`src/rtl/aux_dma_pkg.sv`:
```
package aux_dma_pkg;
  typedef enum logic [1:0] {ST_IDLE, ST_RD, ST_WR, ST_MIR} dma_st_t;

  localparam logic [1:0] SEL_MAIN = 2'd0;
  localparam logic [1:0] SEL_AUX  = 2'd1;
  localparam logic [1:0] SEL_CNT  = 2'd2;

  localparam logic [1:0] PART_LO   = 2'd0;
  localparam logic [1:0] PART_HI   = 2'd1;
  localparam logic [1:0] PART_FULL = 2'd2;
endpackage

```
`src/rtl/aux_dma_host_if.sv`:
```
module aux_dma_host_if
  import aux_dma_pkg::*;
#(
  parameter int REG_W   = 32,
  parameter int ALIGN_B = 5
) (
  input  logic             reg_wr_i,
  input  logic [1:0]       reg_sel_i,
  input  logic [1:0]       reg_part_i,
  input  logic [REG_W-1:0] reg_data_i,
  input  logic             busy_i,
  input  logic [REG_W-1:0] cur_main_i,
  input  logic [REG_W-1:0] cur_aux_i,
  input  logic [REG_W-1:0] cur_cnt_i,
  output logic             ld_main_o,
  output logic             ld_aux_o,
  output logic             ld_cnt_o,
  output logic [REG_W-1:0] ld_val_o,
  output logic             start_o
);
  localparam int HALF_W = REG_W / 2;

  logic [REG_W-1:0] cur;
  logic             accept;

  always_comb begin
    unique case (reg_sel_i)
      SEL_MAIN: cur = cur_main_i;
      SEL_AUX:  cur = cur_aux_i;
      default:  cur = cur_cnt_i;
    endcase
  end

  always_comb begin
    unique case (reg_part_i)
      PART_LO:   ld_val_o = {cur[REG_W-1:HALF_W], reg_data_i[HALF_W-1:ALIGN_B], {ALIGN_B{1'b0}}};
      PART_HI:   ld_val_o = {reg_data_i[HALF_W-1:0], cur[HALF_W-1:0]};
      default:   ld_val_o = {reg_data_i[REG_W-1:ALIGN_B], {ALIGN_B{1'b0}}};
    endcase
  end

  assign accept    = reg_wr_i && !busy_i && (reg_sel_i != 2'd3) && (reg_part_i != 2'd3);
  assign ld_main_o = accept && (reg_sel_i == SEL_MAIN);
  assign ld_aux_o  = accept && (reg_sel_i == SEL_AUX);
  assign ld_cnt_o  = accept && (reg_sel_i == SEL_CNT);
  assign start_o   = ld_cnt_o && (reg_part_i != PART_HI);
endmodule

```
`src/rtl/aux_dma_engine.sv`:
```
module aux_dma_engine
  import aux_dma_pkg::*;
#(
  parameter int          REG_W    = 32,
  parameter int          ADDR_W   = 26,
  parameter int          DATA_W   = 64,
  parameter logic [31:0] AUX_SIZE = 32'h0100_0000,
  parameter logic [31:0] MIR_OFS  = 32'h0040_0000,
  parameter logic [3:0]  MIR_MODE = 4'd4
) (
  input  logic              clk,
  input  logic              rst,
  input  logic              start_i,
  input  logic              ld_main_i,
  input  logic              ld_aux_i,
  input  logic              ld_cnt_i,
  input  logic [REG_W-1:0]  ld_val_i,
  input  logic [3:0]        mode_i,
  input  logic [DATA_W-1:0] mm_rdata_i,
  output logic [REG_W-1:0]  main_q,
  output logic [REG_W-1:0]  aux_q,
  output logic [REG_W-1:0]  cnt_q,
  output dma_st_t           st_q,
  output logic              oob_q,
  output logic [DATA_W-1:0] hold_q,
  output logic              busy_q,
  output logic              irq_q
);
  localparam int                 BEAT_B = DATA_W / 8;
  localparam int                 CNT_W  = REG_W - 1;
  localparam logic [REG_W-1:0]   AMASK  = (REG_W'(1) << ADDR_W) - REG_W'(1);
  localparam logic [CNT_W-1:0]   BEAT_C = CNT_W'(BEAT_B);
  localparam logic [REG_W-1:0]   BEAT_A = REG_W'(BEAT_B);

  logic [REG_W-1:0] main_m, aux_m, bytes_w;
  logic             dir_n, oob_n, mir_q, mir_now, step, last;

  assign main_m  = main_q & AMASK;
  assign aux_m   = aux_q & AMASK;
  assign dir_n   = ld_val_i[REG_W-1];
  assign bytes_w = {1'b0, ld_val_i[CNT_W-1:0]};
  assign oob_n   = aux_m >= AUX_SIZE;

  assign mir_now = (st_q == ST_WR) && !cnt_q[REG_W-1] && mir_q &&
                   ({{(REG_W-ADDR_W){1'b0}}, aux_q[ADDR_W-1:0]} < MIR_OFS);
  assign step    = ((st_q == ST_WR) && !mir_now) || (st_q == ST_MIR);
  assign last    = cnt_q[CNT_W-1:0] == BEAT_C;

  always_ff @(posedge clk) begin
    if (rst) begin
      main_q <= '0;
      aux_q  <= '0;
      cnt_q  <= '0;
      st_q   <= ST_IDLE;
      oob_q  <= 1'b0;
      mir_q  <= 1'b0;
      hold_q <= '0;
      busy_q <= 1'b0;
      irq_q  <= 1'b0;
    end else begin
      irq_q <= 1'b0;
      unique case (st_q)
        ST_IDLE: begin
          if (start_i) begin
            if (bytes_w == '0) begin
              main_q <= main_m;
              aux_q  <= aux_m;
              cnt_q  <= ld_val_i;
              irq_q  <= 1'b1;
            end else if (!dir_n && oob_n) begin
              main_q <= main_m + bytes_w;
              aux_q  <= aux_m + bytes_w;
              cnt_q  <= {dir_n, {CNT_W{1'b0}}};
              irq_q  <= 1'b1;
            end else begin
              main_q <= main_m;
              aux_q  <= aux_m;
              cnt_q  <= ld_val_i;
              oob_q  <= oob_n;
              mir_q  <= mode_i == MIR_MODE;
              busy_q <= 1'b1;
              st_q   <= ST_RD;
            end
          end else begin
            if (ld_main_i) main_q <= ld_val_i;
            if (ld_aux_i)  aux_q  <= ld_val_i;
            if (ld_cnt_i)  cnt_q  <= ld_val_i;
          end
        end
        ST_RD: st_q <= ST_WR;
        ST_WR: begin
          hold_q <= mm_rdata_i;
          if (mir_now) st_q <= ST_MIR;
        end
        default: ;
      endcase
      if (step) begin
        main_q            <= main_q + BEAT_A;
        aux_q             <= aux_q + BEAT_A;
        cnt_q[CNT_W-1:0]  <= cnt_q[CNT_W-1:0] - BEAT_C;
        if (last) begin
          st_q   <= ST_IDLE;
          busy_q <= 1'b0;
          irq_q  <= 1'b1;
        end else begin
          st_q <= ST_RD;
        end
      end
    end
  end
endmodule

```
`src/rtl/aux_dma_ports.sv`:
```
module aux_dma_ports
  import aux_dma_pkg::*;
#(
  parameter int          ADDR_W  = 26,
  parameter int          DATA_W  = 64,
  parameter logic [31:0] MIR_OFS = 32'h0040_0000
) (
  input  dma_st_t           st_i,
  input  logic              dir_i,
  input  logic              oob_i,
  input  logic [ADDR_W-1:0] main_i,
  input  logic [ADDR_W-1:0] aux_i,
  input  logic [DATA_W-1:0] hold_i,
  input  logic [DATA_W-1:0] mm_rdata_i,
  input  logic [DATA_W-1:0] ax_rdata_i,
  output logic              mm_rd_o,
  output logic              mm_wr_o,
  output logic [ADDR_W-1:0] mm_addr_o,
  output logic [DATA_W-1:0] mm_wdata_o,
  output logic              ax_rd_o,
  output logic              ax_wr_o,
  output logic [ADDR_W-1:0] ax_addr_o,
  output logic [DATA_W-1:0] ax_wdata_o
);
  localparam logic [ADDR_W-1:0] MIR_A = ADDR_W'(MIR_OFS);

  always_comb begin
    mm_rd_o    = 1'b0;
    mm_wr_o    = 1'b0;
    ax_rd_o    = 1'b0;
    ax_wr_o    = 1'b0;
    mm_addr_o  = main_i;
    ax_addr_o  = aux_i;
    mm_wdata_o = oob_i ? '0 : ax_rdata_i;
    ax_wdata_o = mm_rdata_i;
    unique case (st_i)
      ST_RD: begin
        if (!dir_i)      mm_rd_o = 1'b1;
        else if (!oob_i) ax_rd_o = 1'b1;
      end
      ST_WR: begin
        if (!dir_i) ax_wr_o = 1'b1;
        else        mm_wr_o = 1'b1;
      end
      ST_MIR: begin
        ax_wr_o    = 1'b1;
        ax_addr_o  = aux_i + MIR_A;
        ax_wdata_o = hold_i;
      end
      default: ;
    endcase
  end
endmodule

```
`src/rtl/aux_dma.sv`:
```
module aux_dma
  import aux_dma_pkg::*;
#(
  parameter int          REG_W    = 32,
  parameter int          ADDR_W   = 26,
  parameter int          DATA_W   = 64,
  parameter int          ALIGN_B  = 5,
  parameter logic [31:0] AUX_SIZE = 32'h0100_0000,
  parameter logic [31:0] MIR_OFS  = 32'h0040_0000,
  parameter logic [3:0]  MIR_MODE = 4'd4
) (
  input  logic              clk,
  input  logic              rst,
  input  logic              reg_wr_i,
  input  logic [1:0]        reg_sel_i,
  input  logic [1:0]        reg_part_i,
  input  logic [REG_W-1:0]  reg_data_i,
  input  logic [3:0]        mode_i,
  output logic [REG_W-1:0]  main_addr_o,
  output logic [REG_W-1:0]  aux_addr_o,
  output logic [REG_W-1:0]  count_o,
  output logic              busy_o,
  output logic              irq_o,
  output logic              mm_rd_o,
  output logic              mm_wr_o,
  output logic [ADDR_W-1:0] mm_addr_o,
  output logic [DATA_W-1:0] mm_wdata_o,
  input  logic [DATA_W-1:0] mm_rdata_i,
  output logic              ax_rd_o,
  output logic              ax_wr_o,
  output logic [ADDR_W-1:0] ax_addr_o,
  output logic [DATA_W-1:0] ax_wdata_o,
  input  logic [DATA_W-1:0] ax_rdata_i
);
  logic             ld_main, ld_aux, ld_cnt, start, oob;
  logic [REG_W-1:0] ld_val;
  logic [DATA_W-1:0] hold;
  dma_st_t          st;

  aux_dma_host_if #(.REG_W(REG_W), .ALIGN_B(ALIGN_B)) u_host (
    .reg_wr_i   (reg_wr_i),
    .reg_sel_i  (reg_sel_i),
    .reg_part_i (reg_part_i),
    .reg_data_i (reg_data_i),
    .busy_i     (busy_o),
    .cur_main_i (main_addr_o),
    .cur_aux_i  (aux_addr_o),
    .cur_cnt_i  (count_o),
    .ld_main_o  (ld_main),
    .ld_aux_o   (ld_aux),
    .ld_cnt_o   (ld_cnt),
    .ld_val_o   (ld_val),
    .start_o    (start)
  );

  aux_dma_engine #(
    .REG_W(REG_W), .ADDR_W(ADDR_W), .DATA_W(DATA_W),
    .AUX_SIZE(AUX_SIZE), .MIR_OFS(MIR_OFS), .MIR_MODE(MIR_MODE)
  ) u_eng (
    .clk        (clk),
    .rst        (rst),
    .start_i    (start),
    .ld_main_i  (ld_main),
    .ld_aux_i   (ld_aux),
    .ld_cnt_i   (ld_cnt),
    .ld_val_i   (ld_val),
    .mode_i     (mode_i),
    .mm_rdata_i (mm_rdata_i),
    .main_q     (main_addr_o),
    .aux_q      (aux_addr_o),
    .cnt_q      (count_o),
    .st_q       (st),
    .oob_q      (oob),
    .hold_q     (hold),
    .busy_q     (busy_o),
    .irq_q      (irq_o)
  );

  aux_dma_ports #(.ADDR_W(ADDR_W), .DATA_W(DATA_W), .MIR_OFS(MIR_OFS)) u_ports (
    .st_i       (st),
    .dir_i      (count_o[REG_W-1]),
    .oob_i      (oob),
    .main_i     (main_addr_o[ADDR_W-1:0]),
    .aux_i      (aux_addr_o[ADDR_W-1:0]),
    .hold_i     (hold),
    .mm_rdata_i (mm_rdata_i),
    .ax_rdata_i (ax_rdata_i),
    .mm_rd_o    (mm_rd_o),
    .mm_wr_o    (mm_wr_o),
    .mm_addr_o  (mm_addr_o),
    .mm_wdata_o (mm_wdata_o),
    .ax_rd_o    (ax_rd_o),
    .ax_wr_o    (ax_wr_o),
    .ax_addr_o  (ax_addr_o),
    .ax_wdata_o (ax_wdata_o)
  );
endmodule

```
`config.mk`:
```
export PLATFORM = sky130hd
export DESIGN_NAME = aux_dma
export DESIGN_NICKNAME = d
export VERILOG_FILES = /design/src/rtl/aux_dma_pkg.sv /design/src/rtl/aux_dma_host_if.sv /design/src/rtl/aux_dma_engine.sv /design/src/rtl/aux_dma_ports.sv /design/src/rtl/aux_dma.sv
export SDC_FILE = /design/constraint.sdc
export NUM_CORES = 1
export LEC_CHECK = 0
export BUFFER_PORTS_ARGS = -buffer_cell sky130_fd_sc_hd__buf_4
export CAP_MARGIN = 25
export CORE_ASPECT_RATIO = 1.2
export CORE_UTILIZATION = 45
export CTS_CLUSTER_DIAMETER = 150
export DETAILED_ROUTE_END_ITERATION = 10
export PLACE_DENSITY_LB_ADDON = 0.1
export SLEW_MARGIN = 20
export SYNTH_ARGS = -nofsm -noshare
export SYNTH_HDL_FRONTEND = slang
export SYNTH_SLANG_ARGS = --single-unit
```
`constraint.sdc`:
```
create_clock -name clk -period 5.45 [get_ports clk]
set_clock_uncertainty 0.1 [all_clocks]
set_input_delay 0.2725 -clock clk [delete_from_list [all_inputs] [get_ports clk]]
set_output_delay 0.2725 -clock clk [all_outputs]
set_load 0.01 [all_outputs]
```
==> metrics.txt <==
# TYPE chip_impl_metric gauge
chip_impl_metric{name="dr.first_iter.drc_count",unit=""} 1790
chip_impl_metric{name="numPortBuffers",unit=""} 452
chip_impl_metric{name="route.met2.wl",unit="mm"} 29.5
chip_impl_metric{name="power.share.combinational",unit="%"} 48.7
chip_impl_metric{name="boundary_pin_count",unit=""} 453
chip_impl_metric{name="fin_setup_tns",unit="ps"} 0
chip_impl_info{name="clock_tree_from_tritoncts",value="done"} 1
chip_impl_metric{name="cts.sink_count",unit=""} 166
chip_impl_metric{name="row_count",unit=""} 72
chip_impl_metric{name="cp_data_arrival_time",unit="ps"} 4620
chip_impl_metric{name="drt_pass1_iterations",unit=""} 8
chip_impl_metric{name="synth-adder-area-share",unit="%"} 6.71
chip_impl_metric{name="finish.net_count",unit=""} 2605
chip_impl_info{name="worst_hold_path_type",value="in -> reg"} 1
chip_impl_info{name="route.top_layer_used",value="met5"} 1
chip_impl_metric{name="crit_required",unit="ps"} 5670
chip_impl_metric{name="grt.overflow.total",unit=""} 0
chip_impl_info{name="cpLargestDelayFamily",value="compound AO/OA/AOI/OAI gates"} 1
chip_impl_metric{name="timing_max_transition_violations_final",unit=""} 0
chip_impl_metric{name="via_count",unit=""} 17100
chip_impl_metric{name="die_x",unit="microns"} 167
chip_impl_metric{name="cts_max_path_buffers",unit=""} 2
chip_impl_metric{name="drcViolationCount",unit=""} 0
chip_impl_metric{name="tightestPinTransition",unit="ps"} 1120
chip_impl_metric{name="critical_path.n_buffers_inverters",unit=""} 0
chip_impl_metric{name="number_of_flops_mapped_to_enable_cells_by_yosys",unit=""} 0
chip_impl_metric{name="synth_cell_types",unit=""} 93
chip_impl_metric{name="synth-simple-area-share",unit="%"} 23.6
chip_impl_metric{name="design.die.area",unit="sq mm"} 0.0335
chip_impl_metric{name="final-hold-violation-count",unit=""} 0
chip_impl_metric{name="power_total",unit="uW"} 5840
chip_impl_metric{name="via_per_inst",unit=""} 6.16
chip_impl_metric{name="detailed_place_hpwl",unit="mm"} 47.5
chip_impl_metric{name="synth_compound_gate_area_share",unit="%"} 24.7
chip_impl_info{name="timing.critical_path.from_type",value="flip-flop"} 1
chip_impl_info{name="worstPathCellList",value="mux2i_1 > o21ai_0 > nand2_1 > o21ai_0 > ha_1 > o211ai_1 > o211a_1 > o2111a_1 > nor2_1 > a21oi_1 > or4_1 > a31oi_1 > nor3_1 > a2111oi_0"} 1
chip_impl_metric{name="grt_pass1_wl",unit="mm"} 95.2
chip_impl_metric{name="area_added_between_synthesis_and_finish",unit="%"} 31.5
chip_impl_metric{name="ctsHtreeMaxLevel",unit=""} 4
chip_impl_info{name="largest_family_of_logic_cells_by_synthesized_area",value="compound AO/OA/AOI/OAI gates"} 1
chip_impl_metric{name="worst_path_clk_slew",unit="ps"} 80
chip_impl_metric{name="global_route.usage.total",unit="%"} 36.5
chip_impl_metric{name="synth_xor_area_share",unit="%"} 2.97
chip_impl_metric{name="power_per_cell_area",unit="mW/mm^2"} 301
chip_impl_metric{name="final-setup-viol-count",unit=""} 0
chip_impl_metric{name="avgSynthCellArea",unit="sq um"} 7.57
chip_impl_metric{name="peakVddDrop",unit="uV"} 234
chip_impl_metric{name="post-route-min-period",unit="ps"} 4400
chip_impl_metric{name="timing.slew.headroom",unit="%"} 25.0
chip_impl_metric{name="floorplan.core_area",unit="sq mm"} 0.0323
chip_impl_metric{name="ratio_of_cells_with_drive_above_1_in_the_final_layout",unit="%"} 27.1
chip_impl_metric{name="route.detailed.wl_per_inst",unit="microns"} 23.0
chip_impl_metric{name="dp.cells",unit=""} 2679
chip_impl_info{name="timing.setup.critical_path_class",value="reg -> reg"} 1
chip_impl_metric{name="power.share.clock",unit="%"} 21.9
chip_impl_metric{name="post_route_non_filler_standard_cell_count",unit=""} 2776
chip_impl_info{name="layout_commonest_cell",value="sky130_fd_sc_hd__buf_4"} 1
chip_impl_metric{name="timing.hold.ws",unit="ps"} 75.3
chip_impl_metric{name="antenna_cells_inserted",unit=""} 0
chip_impl_metric{name="achievable-frequency",unit="GHz"} 0.227
chip_impl_metric{name="yosys-mux-area-fraction",unit="%"} 12.4
chip_impl_metric{name="slowest_delay",unit="ps"} 550
chip_impl_info{name="crit_path_top_delay_cell",value="sky130_fd_sc_hd__or4_1"} 1
chip_impl_metric{name="p_sw_share",unit="%"} 45.1
chip_impl_metric{name="internal_power",unit="uW"} 3210
chip_impl_metric{name="ant_nets",unit=""} 0
chip_impl_metric{name="ys_seq_area_share",unit="%"} 22.5
chip_impl_metric{name="routed_wl",unit="mm"} 63.9
chip_impl_metric{name="antenna_found_initial",unit=""} 1
chip_impl_metric{name="first_global_vias",unit=""} 16100
chip_impl_metric{name="synthesis.area",unit="sq mm"} 0.0148
chip_impl_metric{name="synthesis.instances",unit=""} 1951
chip_impl_metric{name="leakage",unit="uW"} 0.00829
chip_impl_metric{name="cts_buffers",unit=""} 17
chip_impl_info{name="rsz_0062_raised_after_global_routing",value="no"} 1
chip_impl_metric{name="grt_max_degree",unit=""} 84
chip_impl_info{name="cts_root_buf",value="sky130_fd_sc_hd__clkbuf_16"} 1
chip_impl_metric{name="y_dimension_of_the_die",unit="microns"} 200
chip_impl_metric{name="postCtsSetupBuffers",unit=""} 0
chip_impl_info{name="outcome",value="complete, no violations"} 1
chip_impl_metric{name="synth.net_count",unit=""} 2200
chip_impl_info{name="leading_cell_types_in_the_layout_fill_and_taps_excluded",value="sky130_fd_sc_hd__buf_4, sky130_fd_sc_hd__nand2_1, sky130_fd_sc_hd__a21oi_1"} 1
chip_impl_metric{name="wl_met3",unit="mm"} 5.87
chip_impl_metric{name="worstSkewPairLatency",unit="ps"} 450
chip_impl_metric{name="net-switching-power",unit="uW"} 2630
chip_impl_metric{name="ys_seq_elements",unit=""} 166
chip_impl_metric{name="fillCellCount",unit=""} 2975
chip_impl_metric{name="timing.critical_path.fanout_max",unit=""} 11
chip_impl_info{name="endpoint_kind",value="flip-flop"} 1
chip_impl_info{name="synth-main-ff-cell",value="sky130_fd_sc_hd__dfxtp_1"} 1
chip_impl_metric{name="wire_length_on_met1",unit="mm"} 24.9
chip_impl_metric{name="async_flop_share",unit="%"} 0
chip_impl_metric{name="timing.max_cap.violations",unit=""} 0
chip_impl_metric{name="period_share",unit="%"} 80.7
chip_impl_metric{name="seqPwrFrac",unit="%"} 29.3
chip_impl_metric{name="gp_congestion",unit=""} 0.988
chip_impl_info{name="worst_path_most_repeated_cell",value="sky130_fd_sc_hd__o21ai_0"} 1
chip_impl_metric{name="start_util",unit="%"} 45.8
chip_impl_metric{name="yosys_warnings",unit=""} 0
## worst reg2reg max path, stage by stage, from the launching register on
cell and delay (ps):
sky130_fd_sc_hd__dfxtp_1 450, sky130_fd_sc_hd__mux2i_1 260, sky130_fd_sc_hd__o21ai_0 100, sky130_fd_sc_hd__nand2_1 150
sky130_fd_sc_hd__o21ai_0 380, sky130_fd_sc_hd__ha_1 480, sky130_fd_sc_hd__o211ai_1 130, sky130_fd_sc_hd__o211a_1 270
sky130_fd_sc_hd__o2111a_1 250, sky130_fd_sc_hd__nor2_1 370, sky130_fd_sc_hd__a21oi_1 230, sky130_fd_sc_hd__or4_1 550
sky130_fd_sc_hd__a31oi_1 210, sky130_fd_sc_hd__nor3_1 60, sky130_fd_sc_hd__a2111oi_0 290
## logic make-up (layout without fill, tap and decap cells)
kind of cell | count (synthesis) | after routing
AO/OA/AOI/OAI | 564 | 564
XOR/XNOR | 50 | 50
adder cells (fa/ha/maj) | 78 | 78
buffers and inverters | 209 | 627
flip-flops | 166 | 166
multiplexers | 173 | 173
AND/OR/NAND/NOR | 711 | 711
## synth_stat cells, types with 20 or more instances
cell | n | share of area, %
sky130_fd_sc_hd__xor2_1 | 24 | 1.4
sky130_fd_sc_hd__o21a_1 | 22 | 1.1
sky130_fd_sc_hd__a21o_1 | 27 | 1.4
sky130_fd_sc_hd__clkbuf_1 | 81 | 2.1
sky130_fd_sc_hd__nand4_1 | 20 | 0.85
sky130_fd_sc_hd__xnor2_1 | 26 | 1.5
sky130_fd_sc_hd__nor2b_1 | 79 | 3.3
sky130_fd_sc_hd__a21oi_1 | 184 | 6.2
sky130_fd_sc_hd__dfxtp_1 | 166 | 23
sky130_fd_sc_hd__nor3_1 | 60 | 2.0
sky130_fd_sc_hd__o21ai_0 | 128 | 4.3
sky130_fd_sc_hd__a31oi_1 | 26 | 1.1
sky130_fd_sc_hd__inv_1 | 37 | 0.94
sky130_fd_sc_hd__a211oi_1 | 27 | 1.4
sky130_fd_sc_hd__buf_4 | 55 | 2.8
sky130_fd_sc_hd__ha_1 | 76 | 6.4
sky130_fd_sc_hd__nand3_1 | 57 | 1.9
sky130_fd_sc_hd__nand2_1 | 193 | 4.9
sky130_fd_sc_hd__nor2_1 | 181 | 4.6
sky130_fd_sc_hd__and3_1 | 22 | 0.93
sky130_fd_sc_hd__mux2i_1 | 98 | 6.6
sky130_fd_sc_hd__mux2_2 | 75 | 5.7
## through the flow
| stage | instance area [sq um] | setup WS (ps) | utilization [%] |
|---|---|---|---|
| after floorplan | 14800 | 1150 | - |
| after global placement | 18100 | 888 | 56.1 |
| after detailed placement | 18100 | 819 | 56.3 |
| after CTS | 19400 | 1150 | 60.1 |
| after global routing | 19400 | 783 | 60.2 |
| final | 19400 | 1050 | 60.2 |
## worst paths after layout
check                                    start                      endpoint  slack [ps]  cells after the start
hold / removal                       mode_i[3]      u_eng.mir_q$_SDFFE_PP0P_          80                      4
hold reg to reg   u_eng.hold_q[7]$_SDFFE_PP0P_  u_eng.hold_q[7]$_SDFFE_PP0P_         400                      2
setup / recovery  u_eng.main_q[5]$_SDFFE_PP0P_  u_eng.aux_q[26]$_SDFFE_PP0P_        1050                     14
setup reg to reg  u_eng.main_q[5]$_SDFFE_PP0P_  u_eng.aux_q[26]$_SDFFE_PP0P_        1050                     14
## area by class of cell
type                    count  area [sq um]  area share [%]
well taps                 407           509            2.62
clock buffers              17           425            2.19
clock inverters            15           178           0.915
flip-flops and latches    166          3320            17.1
inverters                  39           146           0.754
repair buffers            556          4390            22.6
multi-input cells        1576         10500            53.8
## power groups by stage
| stage | combinational (uW) | clock (uW) | sequential, uW |
|---|---|---|---|
| after floorplan | 1740 | 0 | 1640 |
| after global placement | 2700 | 0 | 1730 |
| after detailed placement | 2730 | 0 | 1730 |
| after CTS | 2780 | 1300 | 1700 |
| after global routing | 3070 | 1330 | 1730 |
| final | 2850 | 1280 | 1710 |
## per-layer routing
layer | track usage, % | up-vias
met5 | 0 | -
met4 | 21.3 | 2
met3 | 7.47 | 194
met2 | 59.5 | 995
met1 | 44.4 | 8020
li1 | - | 7901
## state kept, by name (all words and copies together), names as in the netlist
| register | flops |
|---|---|
| u_eng.irq_q | 1 |
| u_eng.hold_q | 64 |
| u_eng.cnt_q | 32 |
| u_eng.mir_q | 1 |
| u_eng.busy_q | 1 |
| u_eng.oob_q | 1 |
| u_eng.aux_q | 32 |
| u_eng.main_q | 32 |
| u_eng.st_q | 2 |
## timing repair
item | 4_1_cts | 5_1_grt
endpoints found under the setup margin | 0 | 0
hold endpoints to repair | 64 | 0
resized for setup | 0 | 0
hold buffers | 64 | 0
No activity file was read; power rests on OpenSTA's default activity.
